**config.mk**
```make
export PLATFORM = sky130hd
export DESIGN_NAME = mtw_timer
export DESIGN_NICKNAME = d
export VERILOG_FILES = /design/src/rtl/mtw_pkg.sv /design/src/rtl/mtw_counter.sv /design/src/rtl/mtw_match_chan.sv /design/src/rtl/mtw_wd_fsm.sv /design/src/rtl/mtw_timer.sv
export SDC_FILE = /design/constraint.sdc
export NUM_CORES = 1
export LEC_CHECK = 0
export CAP_MARGIN = 20
export CORE_MARGIN = 5
export CORE_UTILIZATION = 40
export DETAILED_ROUTE_END_ITERATION = 8
export GPL_TIMING_DRIVEN = 1
export PLACE_DENSITY = 0.58
export SLEW_MARGIN = 25
export SYNTH_ARGS = -nofsm -noshare
export SYNTH_HDL_FRONTEND = slang
export SYNTH_SLANG_ARGS = --single-unit
```
**constraint.sdc**
```tcl
create_clock -name clk -period 3 [get_ports clk]
set_clock_uncertainty 0.1 [all_clocks]
set_input_delay 0.6 -clock clk [delete_from_list [all_inputs] [get_ports clk]]
set_output_delay 0.6 -clock clk [all_outputs]
set_load 0.01 [all_outputs]
```
**src/rtl/mtw_pkg.sv**
```systemverilog
package mtw_pkg;
    // number of compare channels; the last one doubles as the watchdog
    localparam int unsigned MTW_NCH  = 4;
    localparam int unsigned MTW_WDCH = MTW_NCH - 1;

    // word indices of the register offsets (byte offset / 4)
    localparam int unsigned IDX_CNT  = MTW_NCH;
    localparam int unsigned IDX_FLAG = MTW_NCH + 1;
    localparam int unsigned IDX_WDEN = MTW_NCH + 2;
    localparam int unsigned IDX_IEN  = MTW_NCH + 3;

    typedef enum logic [1:0] {
        WD_OFF   = 2'd0,
        WD_ARMED = 2'd1,
        WD_BITE  = 2'd2
    } wd_state_e;
endpackage

```
**src/rtl/mtw_counter.sv**
```systemverilog
module mtw_counter #(
    parameter int unsigned CNT_W = 32
) (
    input  logic             clk,
    input  logic             rst_n,
    output logic [CNT_W-1:0] cnt_q
);
    // free-running, wraps naturally at the register width
    always_ff @(posedge clk or negedge rst_n) begin
        if (!rst_n) begin
            cnt_q <= '0;
        end else begin
            cnt_q <= cnt_q + 1'b1;
        end
    end
endmodule

```
**src/rtl/mtw_match_chan.sv**
```systemverilog
module mtw_match_chan #(
    parameter int unsigned CNT_W = 32
) (
    input  logic             clk,
    input  logic             rst_n,
    input  logic [CNT_W-1:0] cnt,
    input  logic             wr_en,
    input  logic [CNT_W-1:0] wdata,
    input  logic             clr,
    output logic [CNT_W-1:0] match_q,
    output logic             hit,
    output logic             flag_q
);
    // exact equality: wrap-safe, since counter+margin is taken modulo 2^CNT_W
    assign hit = (cnt == match_q);

    always_ff @(posedge clk or negedge rst_n) begin
        if (!rst_n) begin
            match_q <= '1;
        end else if (wr_en) begin
            match_q <= wdata;
        end
    end

    // a hit outranks a concurrent write-one-to-clear
    always_ff @(posedge clk or negedge rst_n) begin
        if (!rst_n) begin
            flag_q <= 1'b0;
        end else if (hit) begin
            flag_q <= 1'b1;
        end else if (clr) begin
            flag_q <= 1'b0;
        end
    end
endmodule

```
**src/rtl/mtw_wd_fsm.sv**
```systemverilog
module mtw_wd_fsm
    import mtw_pkg::*;
(
    input  logic clk,
    input  logic rst_n,
    input  logic arm_req,
    input  logic expire,
    output logic armed,
    output logic bite
);
    wd_state_e state_q;
    wd_state_e state_d;

    // state register
    always_ff @(posedge clk or negedge rst_n) begin
        if (!rst_n) begin
            state_q <= WD_OFF;
        end else begin
            state_q <= state_d;
        end
    end

    // transitions: ARM, EXPIRE, RESUME
    always_comb begin
        state_d = state_q;
        unique case (state_q)
            WD_OFF:   if (arm_req) state_d = WD_ARMED;
            WD_ARMED: if (expire)  state_d = WD_BITE;
            WD_BITE:  state_d = WD_ARMED;
            default:  state_d = WD_OFF;
        endcase
    end

    // outputs
    always_comb begin
        armed = 1'b0;
        bite  = 1'b0;
        unique case (state_q)
            WD_OFF:   armed = 1'b0;
            WD_ARMED: armed = 1'b1;
            WD_BITE: begin
                armed = 1'b1;
                bite  = 1'b1;
            end
            default: armed = 1'b0;
        endcase
    end
endmodule

```
**src/rtl/mtw_timer.sv**
```systemverilog
module mtw_timer
    import mtw_pkg::*;
#(
    parameter int unsigned CNT_W  = 32,
    parameter int unsigned ADDR_W = 6,
    parameter int unsigned DATA_W = 32
) (
    input  logic              clk,
    input  logic              rst_n,
    input  logic [ADDR_W-1:0] bus_addr,
    input  logic              bus_wr,
    input  logic [DATA_W-1:0] bus_wdata,
    output logic [DATA_W-1:0] bus_rdata,
    output logic [MTW_NCH-1:0] irq,
    output logic              wdt_rst_req
);
    localparam int unsigned IDX_W = ADDR_W - 2;
    localparam logic [IDX_W-1:0] W_CNT  = IDX_W'(IDX_CNT);
    localparam logic [IDX_W-1:0] W_FLAG = IDX_W'(IDX_FLAG);
    localparam logic [IDX_W-1:0] W_WDEN = IDX_W'(IDX_WDEN);
    localparam logic [IDX_W-1:0] W_IEN  = IDX_W'(IDX_IEN);

    logic [IDX_W-1:0]               word_idx;
    logic [CNT_W-1:0]               cnt_q;
    logic [MTW_NCH-1:0][CNT_W-1:0]  match_q;
    logic [MTW_NCH-1:0]             hit;
    logic [MTW_NCH-1:0]             flag_q;
    logic [MTW_NCH-1:0]             ien_q;
    logic                           wd_armed;
    logic                           wd_bite;
    logic                           arm_req;
    logic                           unused_bits;

    assign word_idx    = bus_addr[ADDR_W-1:2];
    assign unused_bits = ^{bus_addr[1:0], bus_wdata};

    mtw_counter #(.CNT_W(CNT_W)) u_cnt (
        .clk   (clk),
        .rst_n (rst_n),
        .cnt_q (cnt_q)
    );

    for (genvar i = 0; i < MTW_NCH; i++) begin : g_ch
        logic sel_wr;
        logic sel_clr;
        assign sel_wr  = bus_wr && (word_idx == IDX_W'(i));
        assign sel_clr = bus_wr && (word_idx == W_FLAG) && bus_wdata[i];

        mtw_match_chan #(.CNT_W(CNT_W)) u_chan (
            .clk     (clk),
            .rst_n   (rst_n),
            .cnt     (cnt_q),
            .wr_en   (sel_wr),
            .wdata   (bus_wdata[CNT_W-1:0]),
            .clr     (sel_clr),
            .match_q (match_q[i]),
            .hit     (hit[i]),
            .flag_q  (flag_q[i])
        );
    end

    // interrupt enables
    always_ff @(posedge clk or negedge rst_n) begin
        if (!rst_n) begin
            ien_q <= '0;
        end else if (bus_wr && (word_idx == W_IEN)) begin
            ien_q <= bus_wdata[MTW_NCH-1:0];
        end
    end

    assign irq = flag_q & ien_q;

    // watchdog: arm is one-way, bite is independent of the enable bits
    assign arm_req = bus_wr && (word_idx == W_WDEN) && bus_wdata[0];

    mtw_wd_fsm u_wd (
        .clk     (clk),
        .rst_n   (rst_n),
        .arm_req (arm_req),
        .expire  (hit[MTW_WDCH]),
        .armed   (wd_armed),
        .bite    (wd_bite)
    );

    assign wdt_rst_req = wd_bite;

    // read mux
    always_comb begin
        bus_rdata = '0;
        if (word_idx < IDX_W'(MTW_NCH)) begin
            bus_rdata = DATA_W'(match_q[word_idx[$clog2(MTW_NCH)-1:0]]);
        end else begin
            case (word_idx)
                W_CNT:   bus_rdata = DATA_W'(cnt_q);
                W_FLAG:  bus_rdata = DATA_W'(flag_q);
                W_WDEN:  bus_rdata = DATA_W'(wd_armed);
                W_IEN:   bus_rdata = DATA_W'(ien_q);
                default: bus_rdata = '0;
            endcase
        end
    end
endmodule

```
==> results.md, run 1 <==
- Area delta synth->final: 18.0%
- Detail Route Antenna Nets: 0
- Clk slew on worst S/H paths: 0.07 ns
- IO Port Bufs: 75
- CP Max Fanout: 7
- Post-synth EDFFs: 0
- Total CTS buffers: 17
- Final min period: 2.92 ns
- DP HPWL: 20.2 mm
- Lkg Pwr: 4.47 nW
- Crit path buffers/inverters: 4
- Placed cell areas: 10800 um^2
- Most frequent cells in the layout: mux2_2 (128), dfstp_2 (128), xnor2_1 (115)
- Global-route wire length before repair: 44.0 mm
- # diodes: 0
- Tcrit/Tclk final: 97.2%
- DRC: 0
- Wire length per cell: 25.0 um
- Ys async rst share: 100%
- Slew margin rel.: 57.8%
- Largest delay share family, worst path: buffers and inverters
- Post-synth net total: 791
- Worst Tran Pin Value: 0.634 ns
- Crit path launch type: input port
- Die W: 166 um
- Synth Flop Type: dfstp_2
- H-tree depth: 4
- Clock buffer depth: 2
- Vias per cell: 5.54
- Iter 0 DRT Violations: 440
- Pwr Density: 654 nW/um^2
- Synthesis warning total: 0
- Startpoint of the worst-slack reg-to-reg timing path: u_cnt.cnt_q[28]
- Final Setup Violations: 0
- Critical Path AT: 2.22 ns
- Clock tree root buffer cell: clkbuf_16
- CTS tree: built
- Via Count: 6365
- Core area: 24100 um^2
- Vias in the first global route: 6811
- Worst setup EP type: output pin
- Status: finished clean
- Design area: 11500 um^2
- Distinct cell type count after synthesis: 39
- Mean Syn Cell Area: 13.1 um^2
- Max_cap viols: 0
- Largest net degree at the start of global routing: 62
- Initial antenna violation count: 0
- Critical path, cell by cell: clkdlybuf4s50_1 -> buf_4 -> buf_4 -> mux2i_1 -> nor2_1 -> clkdlybuf4s50_1
- Clock net sink count: 170
- Max VDD drop: 0.350 mV
- Row count: 57
- CP max stage delay: 0.53 ns
- Clock Latency Late Sink: 0.43 ns
- Syn Inst Count: 744
- Post-synthesis cell area: 9710 um^2
- Layout cells sized above 1: 45.5%
- Gr usage total: 20.9%
- Die ar.: 27500 um^2
- Crit path kind: in -> out
- Final setup margin: 0.0827 ns
- Slowest CP cell: clkdlybuf4s50_1
- Pins Over Slew Limit: 0
- Worst EP required: 2.30 ns
- Number of detailed-route iterations in the first pass: 5
- Final hold vios: 0
- RSZ-0062 raised after global routing: no
- Post-Place Setup Slack: -0.108 ns
- Top Ports: 78
- Worst Setup SP: bus_addr[4]
- GP Congestion: 0.858
- Fin Setup TNS: 0 ns
- Final wirelength: 28.7 mm
- Seq/Total Area, Yosys: 45.4%
- GRT Residual Overflow: 0
- Chip height: 166 um
- Final #Nets: 858
- Worst min path class: in -> async
- Initial core utilization: 40.3%
- WHS: 0.0194 ns
- Synthesized flop and latch total: 170
- F_max: 0.343 GHz
synthesized netlist by cell type, types with 2 or more instances:
library cell    n  area [um^2]
buf_2          31          155
ha_1            6         75.1
clkbuf_1        9         33.8
and3_1          3         18.8
inv_1          11         41.3
buf_6          13          146
dfrtp_1        42         1050
o211ai_1        2         15.0
mux4_2         33          743
and2_1          6         37.5
xor2_1         43          377
nor2_1         18         67.6
nor3_2          2         20.0
nor4_1         13         81.3
nor4_4          2         42.5
mux2_1          6         67.6
dfstp_2       128         3360
buf_4           8         60.1
nand4_1        31          194
nor4_2          4         50.1
mux2i_1         4         40.0
xnor2_1       115         1010
nand3_1        15         75.1
nor3_1          6         30.0
mux2_2        128         1440
nand2_1        20         75.1
a22o_1         33          289
path summary, 6_finish.rpt:
kind / slack, ns / endpoint / cells past startpoint
worst max register to register: 0.44 / u_wd.state_q[0] / 5
worst min register to register: 0.41 / g_ch[0].u_chan.match_q[0] / 2
max in group asynchronous: 1.91 / g_ch[1].u_chan.match_q[16] / 2
worst min-delay path: 0.02 / u_cnt.cnt_q[7] / 1
min in group clk: 0.41 / g_ch[0].u_chan.match_q[0] / 2
worst max-delay path: 0.08 / bus_rdata[1] / 6
cells by family (layout without fill, tap and decap cells):
group / after synthesis / count (layout) / synth area share, %
fa+ha+maj: 6 / 6 / 0.773
flops: 170 / 170 / 45.4
buf+inv: 72 / 152 / 4.50
compound gates: 42 / 42 / 3.72
mux: 171 / 171 / 23.6
simple gates: 125 / 125 / 7.72
xor+xnor: 158 / 158 / 14.2
worst register-to-register path, cell delays in order (launching register included):
cell and delay, ns:
dfrtp_1 0.51, xor2_1 0.27, nor4_1 0.55, nand4_1 0.37
or4b_1 0.60, o211ai_1 0.10
stage by stage:
stage,power [mW],std cells,utilization [%]
floorplan,4.57,744,-
global placement,5.27,1108,44.8
detailed placement,5.36,1108,44.8
CTS,7.55,1144,47.4
global route,7.83,1148,47.6
finish,7.50,1148,47.6
repair_timing:
item | in CTS | in global routing
gates resized for setup | 32 | 1
gates cloned | 1 | 1
hold buffers | 0 | 0
setup endpoints to repair | 29 | 2
pin swaps | 0 | 0
buffers inserted | 3 | 3
power breakdown:
group	switching (mW)	total, mW	internal (mW)
Clock	0.958	2.18	1.22
Sequential	0.430	3.48	3.05
Combinational	0.828	1.85	1.02
flip-flops by register name, indices dropped and copies added, names as in the netlist:
name,flops
g_ch.u_chan.flag_q,4
g_ch.u_chan.match_q,128
ien_q,4
u_cnt.cnt_q,32
u_wd.state_q,2
metal layers:
metal / global-route usage, % / vias to the layer above / part of all wire, %
met2: 34.9 / 165 / 50
met1: 28.1 / 3373 / 43
met5: 0 / - / 0
met4: 6.42 / 0 / 2.5
li1: - / 2791 / -
met3: 3.45 / 36 / 4.4
cell type report:
class                   instances  area (um^2)
fillers                      2206        12600
multi-input cells             502         4910
repair buffers                109         1110
clock inverters                11          114
well taps                     324          405
clock buffers                  21          470
flip-flops and latches        170         4410
inverters                      11         41.3
Note: power is estimated with default switching activity, not from simulation.
==> run 2, diff against run 1 <==
--- a/config.mk
+++ b/config.mk
@@ -11,6 +11,7 @@
 export DETAILED_ROUTE_END_ITERATION = 8
 export GPL_TIMING_DRIVEN = 1
 export PLACE_DENSITY = 0.58
+export RECOVER_POWER = 50
 export SLEW_MARGIN = 25
 export SYNTH_ARGS = -nofsm -noshare
 export SYNTH_HDL_FRONTEND = slang
==> run 2 against run 1 <==
Compared with the run above:
- die area unchanged
- clock power about the same
- setup slack gained 0.0059 ns
- flip-flop and latch count stayed put
- sequential power barely moved
- fmax up 0.20%
- via count grew 0.24%
- worst hold slack gained 0.36 ns
- largest cell class unchanged
==> results.md, run 2 (synthesis gave the netlist of run 1 again) <==
- Int Pwr: 5.28 mW (was 5.29 mW)
- Crit path kind: in -> out (unchanged)
- Cts hold-fix bufs: 0 (unchanged)
- Worst min path class: in -> async (unchanged)
- Design area: 11400 um^2 (was 11500 um^2)
- Footprint of the multi-input gates: 4900 um^2 (was 4910 um^2)
- Vias per cell: 5.56 (was 5.54)
- Fill count: 2212 (was 2206)
- Final wirelength: 28.7 mm (about the same)
- Detail Route Antenna Nets: 0 (unchanged)
- Reg with most FFs: g_ch.u_chan.match_q (unchanged)
- Seq pwr share: 46.4% (was 46.3%)
- WHS: 0.382 ns (was 0.0194 ns)
- DRC: 0 (unchanged)
- Clock Latency Late Sink: 0.43 ns (about the same)
- Most frequent cells in the layout: mux2_2 (128), dfstp_2 (128), xnor2_1 (115) (unchanged)
- Slowest CP cell: mux4_2 (was clkdlybuf4s50_1)
- Critical path, cell by cell: buf_2 -> buf_12 -> mux4_2 -> mux2i_1 -> nor2_1 -> clkdlybuf4s50_1 (was clkdlybuf4s50_1 -> buf_4 -> buf_4 -> mux2i_1 -> nor2_1 -> clkdlybuf4s50_1)
- Switch share: 29.6% (was 29.5%)
- Wire length per cell: 25.0 um (about the same)
- GRT Residual Overflow: 0 (unchanged)
- Max_cap viols: 0 (unchanged)
- Die ar.: 27500 um^2 (unchanged)
- Pins Over Slew Limit: 0 (unchanged)
- Status: finished clean (unchanged)
- Final Setup Violations: 0 (unchanged)
- Worst setup EP type: output pin (unchanged)
- Critical Path AT: 2.21 ns (was 2.22 ns)
- FF/Latch Area: 4410 um^2 (unchanged)
- Vias in the first global route: 6811 (unchanged)
- Via Count: 6380 (was 6365)
- Top Ports: 78 (unchanged)
- Crit path buffers/inverters: 3 (was 4)
- Area delta synth->final: 17.7% (was 18.0%)
- CTS tree: built (unchanged)
- Global-route wire length before repair: 44.0 mm (unchanged)
- Largest registers: g_ch.u_chan.match_q: 128 flops, u_cnt.cnt_q: 32 flops (unchanged)
- IO Port Bufs: 75 (unchanged)
- P_sw: 2.22 mW (about the same)
- Max VDD drop: 0.351 mV (was 0.350 mV)
- Pwr Density: 656 nW/um^2 (was 654 nW/um^2)
- CP Max Fanout: 13 (was 7)
- GP Congestion: 0.858 (unchanged)
- Worst Tran Pin Value: 1.42 ns (was 0.634 ns)
- Final hold vios: 0 (unchanged)
- Die W: 166 um (unchanged)
- Final setup margin: 0.0886 ns (was 0.0827 ns)
- Combinational share of power: 24.6% (about the same)
- Worst EP required: 2.30 ns (about the same)
- Fin Setup TNS: 0 ns (unchanged)
- Core area: 24100 um^2 (unchanged)
- H-tree depth: 4 (unchanged)
- Iter 0 DRT Violations: 420 (was 440)
- Number of detailed-route iterations in the first pass: 5 (unchanged)
- Layout cells sized above 1: 45.3% (was 45.5%)
- Final min period: 2.91 ns (was 2.92 ns)
- Lkg Pwr: 4.45 nW (was 4.47 nW)
- Total CTS buffers: 17 (unchanged)
- Clock net sink count: 170 (unchanged)
- Clock tree root buffer cell: clkbuf_16 (unchanged)
- Clk slew on worst S/H paths: 0.07 ns (about the same)
- Crit path launch type: input port (unchanged)
- Post-Place Setup Slack: -0.108 ns (unchanged)
- Slew margin rel.: 5.56% (was 57.8%)
- Largest delay share family, worst path: buffers and inverters (unchanged)
- Placed cell areas: 10800 um^2 (unchanged)
- Initial antenna violation count: 0 (unchanged)
- Clock power frac: 29.0% (about the same)
- Tcrit/Tclk final: 97.0% (was 97.2%)
- Gr usage total: 20.9% (unchanged)
- Chip height: 166 um (unchanged)
- CP max stage delay: 0.52 ns (was 0.53 ns)
- Max reg flops: 128 (unchanged)
- F_max: 0.343 GHz (about the same)
- Final #Nets: 858 (unchanged)
- Clock buffer depth: 2 (unchanged)
- # diodes: 0 (unchanged)
- Row count: 57 (unchanged)
- RSZ-0062 raised after global routing: no (unchanged)
- DP HPWL: 20.2 mm (unchanged)
- Initial core utilization: 40.3% (unchanged)
- Largest net degree at the start of global routing: 62 (unchanged)
==> run 2: changes by cell type in the layout (fill, tap and decap cells not counted), sizes merged <==
cell    change
clkbuf      +5
buf         -5
==> run 2: power by group through the flow <==
stage / clock, mW / sequential, mW / combinational (mW)
2_1_floorplan: 0 / 3.36 / 1.21
3_3_place_gp: 0 / 3.47 / 1.81
3_5_place_dp: 0 / 3.52 / 1.84
4_1_cts: 2.22 / 3.47 / 1.85
5_1_grt: 2.32 / 3.54 / 1.97
6_report: 2.18 / 3.48 / 1.84
==> run 2: timing repair <==
item / CTS / global route
hold endpoints to repair: 0 / 0
pin swaps: 0 / 0
resized for setup: 32 / 1
setup buffers: 3 / 3
setup endpoints to repair: 29 / 2
cloned: 1 / 1
==> run 2: routing by layer <==
metal,global-route usage [%],wire length (um),vias up
met5,0,0,-
met4,6.42,670,0
met3,3.45,1220,32
met2,34.9,14400,165
met1,28.1,12500,3392
li1,-,-,2791
==> run 2: area by class of cell <==
cell class	count	area share, %
tap	324	3.55
clock buffer	21	4.12
timing repair buffer	109	9.49
multi-input combinational	502	42.9
sequential	170	38.6
inverter	11	0.361
clock inverter	11	0.996
==> run 2: final timing paths <==
path / from / to / slack (ns) / cells past startpoint
worst max-delay path: bus_addr[2] / bus_rdata[3] / 0.09 / 6
worst min-delay path: rst_n / u_cnt.cnt_q[7] / 0.38 / 1
worst max register to register: u_cnt.cnt_q[28] / u_wd.state_q[0] / 0.44 / 5
worst min register to register: g_ch[0].u_chan.match_q[0] / g_ch[0].u_chan.match_q[0] / 0.41 / 2
max in group asynchronous: rst_n / u_cnt.cnt_q[23] / 0.55 / 2
min in group clk: g_ch[0].u_chan.match_q[0] / g_ch[0].u_chan.match_q[0] / 0.41 / 2
==> run 2: through the flow <==
stage	power, mW	util, %	std cells
global placement	5.27	44.8	1108
floorplan	4.57	-	744
global route	7.82	47.4	1148
detailed placement	5.36	44.8	1108
CTS	7.55	47.4	1144
finish	7.50	47.4	1148
==> run 2: worst reg2reg max path, delay by kind of cell (launching register included) <==
kind            cells  cell delay, ns
compound gates      1            0.10
xor+xnor            1            0.27
flops               1            0.51
simple gates        3            1.50
==> run 3, diff against run 2 <==
--- a/config.mk
+++ b/config.mk
@@ -6,7 +6,7 @@
 export NUM_CORES = 1
 export LEC_CHECK = 0
 export CAP_MARGIN = 20
-export CORE_MARGIN = 5
+export CORE_MARGIN = 4
 export CORE_UTILIZATION = 40
 export DETAILED_ROUTE_END_ITERATION = 8
 export GPL_TIMING_DRIVEN = 1
==> run 3 against run 2 <==
Compared with the run above:
- the run now ends with capacitance limit, slew limit left
- utilization rose by 0.77 points
- combinational power is essentially flat
- cell count decreased by 0.17%
- critical path depth did not move
- die area fell by 2.4%
- flip-flop and latch count is the same
- first-iteration DRC count decreased by 2.4%
- via count fell by 0.83%
- critical endpoint is now bus_rdata[17]
- routed wire length fell by 3.4%
- cell area down 0.15%
- count of clock-buffer cells in the layout up 4
- non-clock buffer count is 3 higher
- largest power group unchanged
==> results.md, run 3 (synthesis gave the netlist of run 1 again) <==
- Slew margin rel.: -27.8% (was 5.56%)
- Vias per cell: 5.52 (was 5.56)
- H-tree depth: 4 (unchanged)
- # diodes: 0 (unchanged)
- Clock buffer depth: 2 (unchanged)
- Pwr Density: 650 nW/um^2 (was 656 nW/um^2)
- RSZ-0062 raised after global routing: no (unchanged)
- Final Setup Violations: 0 (unchanged)
- Final #Nets: 861 (was 858)
- GP Congestion: 0.861 (was 0.858)
- Detail Route Antenna Nets: 0 (unchanged)
- F_max: 0.344 GHz (was 0.343 GHz)
- Worst EP required: 2.30 ns (about the same)
- Via Count: 6327 (was 6380)
- Area delta synth->final: 17.5% (was 17.7%)
- Most frequent cells in the layout: mux2_2 (128), dfstp_2 (128), xnor2_1 (115) (unchanged)
- CTS tree: built (unchanged)
- Placed cell areas: 10900 um^2 (was 10800 um^2)
- Hold_sp: g_ch[3].u_chan.flag_q
- Clk slew on worst S/H paths: 0.06 ns (was 0.07 ns)
- Number of detailed-route iterations in the first pass: 6 (was 5)
- Final min period: 2.90 ns (was 2.91 ns)
- Tcrit/Tclk final: 96.8% (was 97.0%)
- Wire length per cell: 24.2 um (was 25.0 um)
- CP Max Fanout: 18 (was 13)
- Final setup margin: 0.0968 ns (was 0.0886 ns)
- FF/Latch Area: 4410 um^2 (unchanged)
- Failing checks: capacitance limit, slew limit
- Largest delay share family, worst path: buffers and inverters (unchanged)
- Core area: 23700 um^2 (was 24100 um^2)
- Cts hold-fix bufs: 0 (unchanged)
- Crit path launch type: input port (unchanged)
- Gr usage total: 21.4% (was 20.9%)
- Reg2Reg Setup Slack: 0.43 ns (was 0.44 ns)
- Row count: 56 (was 57)
- Initial antenna violation count: 0 (unchanged)
- Status: finished with violations (was finished clean)
- Top Ports: 78 (unchanged)
- Reg with most FFs: g_ch.u_chan.match_q (unchanged)
- Post-Layout Cell Count: 1146 (was 1148)
- Chip height: 164 um (was 166 um)
- Largest registers: g_ch.u_chan.match_q: 128 flops, u_cnt.cnt_q: 32 flops (unchanged)
- Clock Latency Late Sink: 0.43 ns (about the same)
- Layout cells sized above 1: 44.7% (was 45.3%)
- Placed cell count: 1106 (was 1108)
- Clock net sink count: 170 (unchanged)
- Crit path buffers/inverters: 3 (unchanged)
- Footprint of the multi-input gates: 4880 um^2 (was 4900 um^2)
- Iter 0 DRT Violations: 410 (was 420)
- Design area: 11400 um^2 (about the same)
- Vias in the first global route: 6729 (was 6811)
- Slowest CP cell: clkdlybuf4s50_1 (was mux4_2)
- IO Port Bufs: 75 (unchanged)
- Global-route wire length before repair: 42.5 mm (was 44.0 mm)
- Reg2reg end: u_cnt.cnt_q[31] (was u_wd.state_q[0])
- Post-Place Setup Slack: -0.0924 ns (was -0.108 ns)
- Reg2Reg Depth: 6 (was 5)
- Initial core utilization: 41.0% (was 40.3%)
- Die W: 164 um (was 166 um)
- CP max stage delay: 0.44 ns (was 0.52 ns)
- Power consumption: 7.42 mW (was 7.50 mW)
- GRT Residual Overflow: 0 (unchanged)
- Fill count: 2176 (was 2212)
- Critical path, cell by cell: clkdlybuf4s50_1 -> nand2b_1 -> nor3_4 -> buf_12 -> a22o_1 -> dlygate4sd2_1 (was buf_2 -> buf_12 -> mux4_2 -> mux2i_1 -> nor2_1 -> clkdlybuf4s50_1)
- Max reg flops: 128 (unchanged)
- Cells on Worst Hold Path: 1
- DRC: 0 (unchanged)
- Clock tree root buffer cell: clkbuf_16 (unchanged)
- Worst Tran Pin Value: 1.92 ns (was 1.42 ns)
- Max VDD drop: 0.377 mV (was 0.351 mV)
- DP HPWL: 19.9 mm (was 20.2 mm)
- Worst min path class: reg -> reg (was in -> async)
- Lkg Pwr: 4.51 nW (was 4.45 nW)
- Final hold vios: 0 (unchanged)
- Pins Over Slew Limit: 72 (was 0)
- Worst setup EP type: output pin (unchanged)
- Die ar.: 26800 um^2 (was 27500 um^2)
- Total CTS buffers: 17 (unchanged)
- Critical Path AT: 2.20 ns (was 2.21 ns)
- Crit path kind: in -> out (unchanged)
- Startpoint of the worst-slack reg-to-reg timing path: u_cnt.cnt_q[3] (was u_cnt.cnt_q[28])
- Worst hold endpoint: g_ch[3].u_chan.flag_q
- Largest net degree at the start of global routing: 73 (was 62)
- Final wirelength: 27.8 mm (was 28.7 mm)
- Max_cap viols: 1 (was 0)
-- run 3: cell count changes in the layout (fill, tap and decap cells not counted), moves of 2 or more --
cell	delta
clkinv_4	-4
inv_6	-2
dlymetal6s2s_1	+4
clkbuf_1	+4
clkdlybuf4s50_1	-2
clkinv_2	+3
buf_12	+3
dlygate4sd2_1	-3
-- run 3: cell type report --
class                           instances  area share (%)
Clock buffer                           25            4.25
Tap cell                              319            3.50
Timing Repair Buffer                  112            9.83
Multi-Input combinational cell        502            42.8
Sequential cell                       170            38.7
Inverter                               11           0.362
Clock inverter                          7           0.603
-- run 3: worst reg2reg max path: cells and delay by family, from the launching register on --
| family | cells | cell delay, ns |
|---|---|---|
| and+or+nand+nor | 4 | 1.43 |
| DFF | 1 | 0.55 |
| xor gates and xnor gates | 1 | 0.16 |
| buffers and inverters | 1 | 0.24 |
-- run 3: worst max-delay path by stage --
stage                                to  cells after the start         from
final                     bus_rdata[17]                      6  bus_addr[5]
after detailed placement  bus_rdata[11]                      6  bus_addr[4]
after global routing       bus_rdata[8]                      7  bus_addr[5]
after CTS                 bus_rdata[13]                      6  bus_addr[5]
after floorplan           bus_rdata[12]                      5  bus_addr[2]
after global placement    bus_rdata[13]                      6  bus_addr[4]
-- run 3: stage by stage --
stage	hold slack, ns	setup TNS (ns)	util, %
after floorplan	0.204	0	-
after CTS	0.128	-0.229	48.2
final	0.419	0	48.2
after detailed placement	0.403	-1.56	45.9
after global routing	0.432	0	48.2
after global placement	0.392	-1.97	45.9
-- run 3: metal layers --
metal / up-vias / GRT usage [%] / part of all wire [%]
li1: 2801 / - / -
met1: 3314 / 29.3 / 44
met2: 175 / 34.5 / 48
met3: 37 / 3.81 / 4.4
met4: 0 / 7.40 / 2.8
met5: - / 0 / 0
-- run 3: power by group --
| part | internal [mW] | total [mW] | switching, mW | leakage (nW) |
|---|---|---|---|---|
| Sequential | 3.05 | 3.47 | 0.427 | 1.90 |
| Combinational | 1.03 | 1.84 | 0.815 | 2.34 |
| Clock | 1.21 | 2.10 | 0.898 | 0.267 |
| Total | 5.28 | 7.42 | 2.14 | 4.51 |
-- run 3: what timing repair did --
item / 4_1_cts / 5_1_grt
cloned: 0 / 0
gates resized for setup: 29 / 6
setup buffers: 2 / 6
setup endpoints to repair: 29 / 6
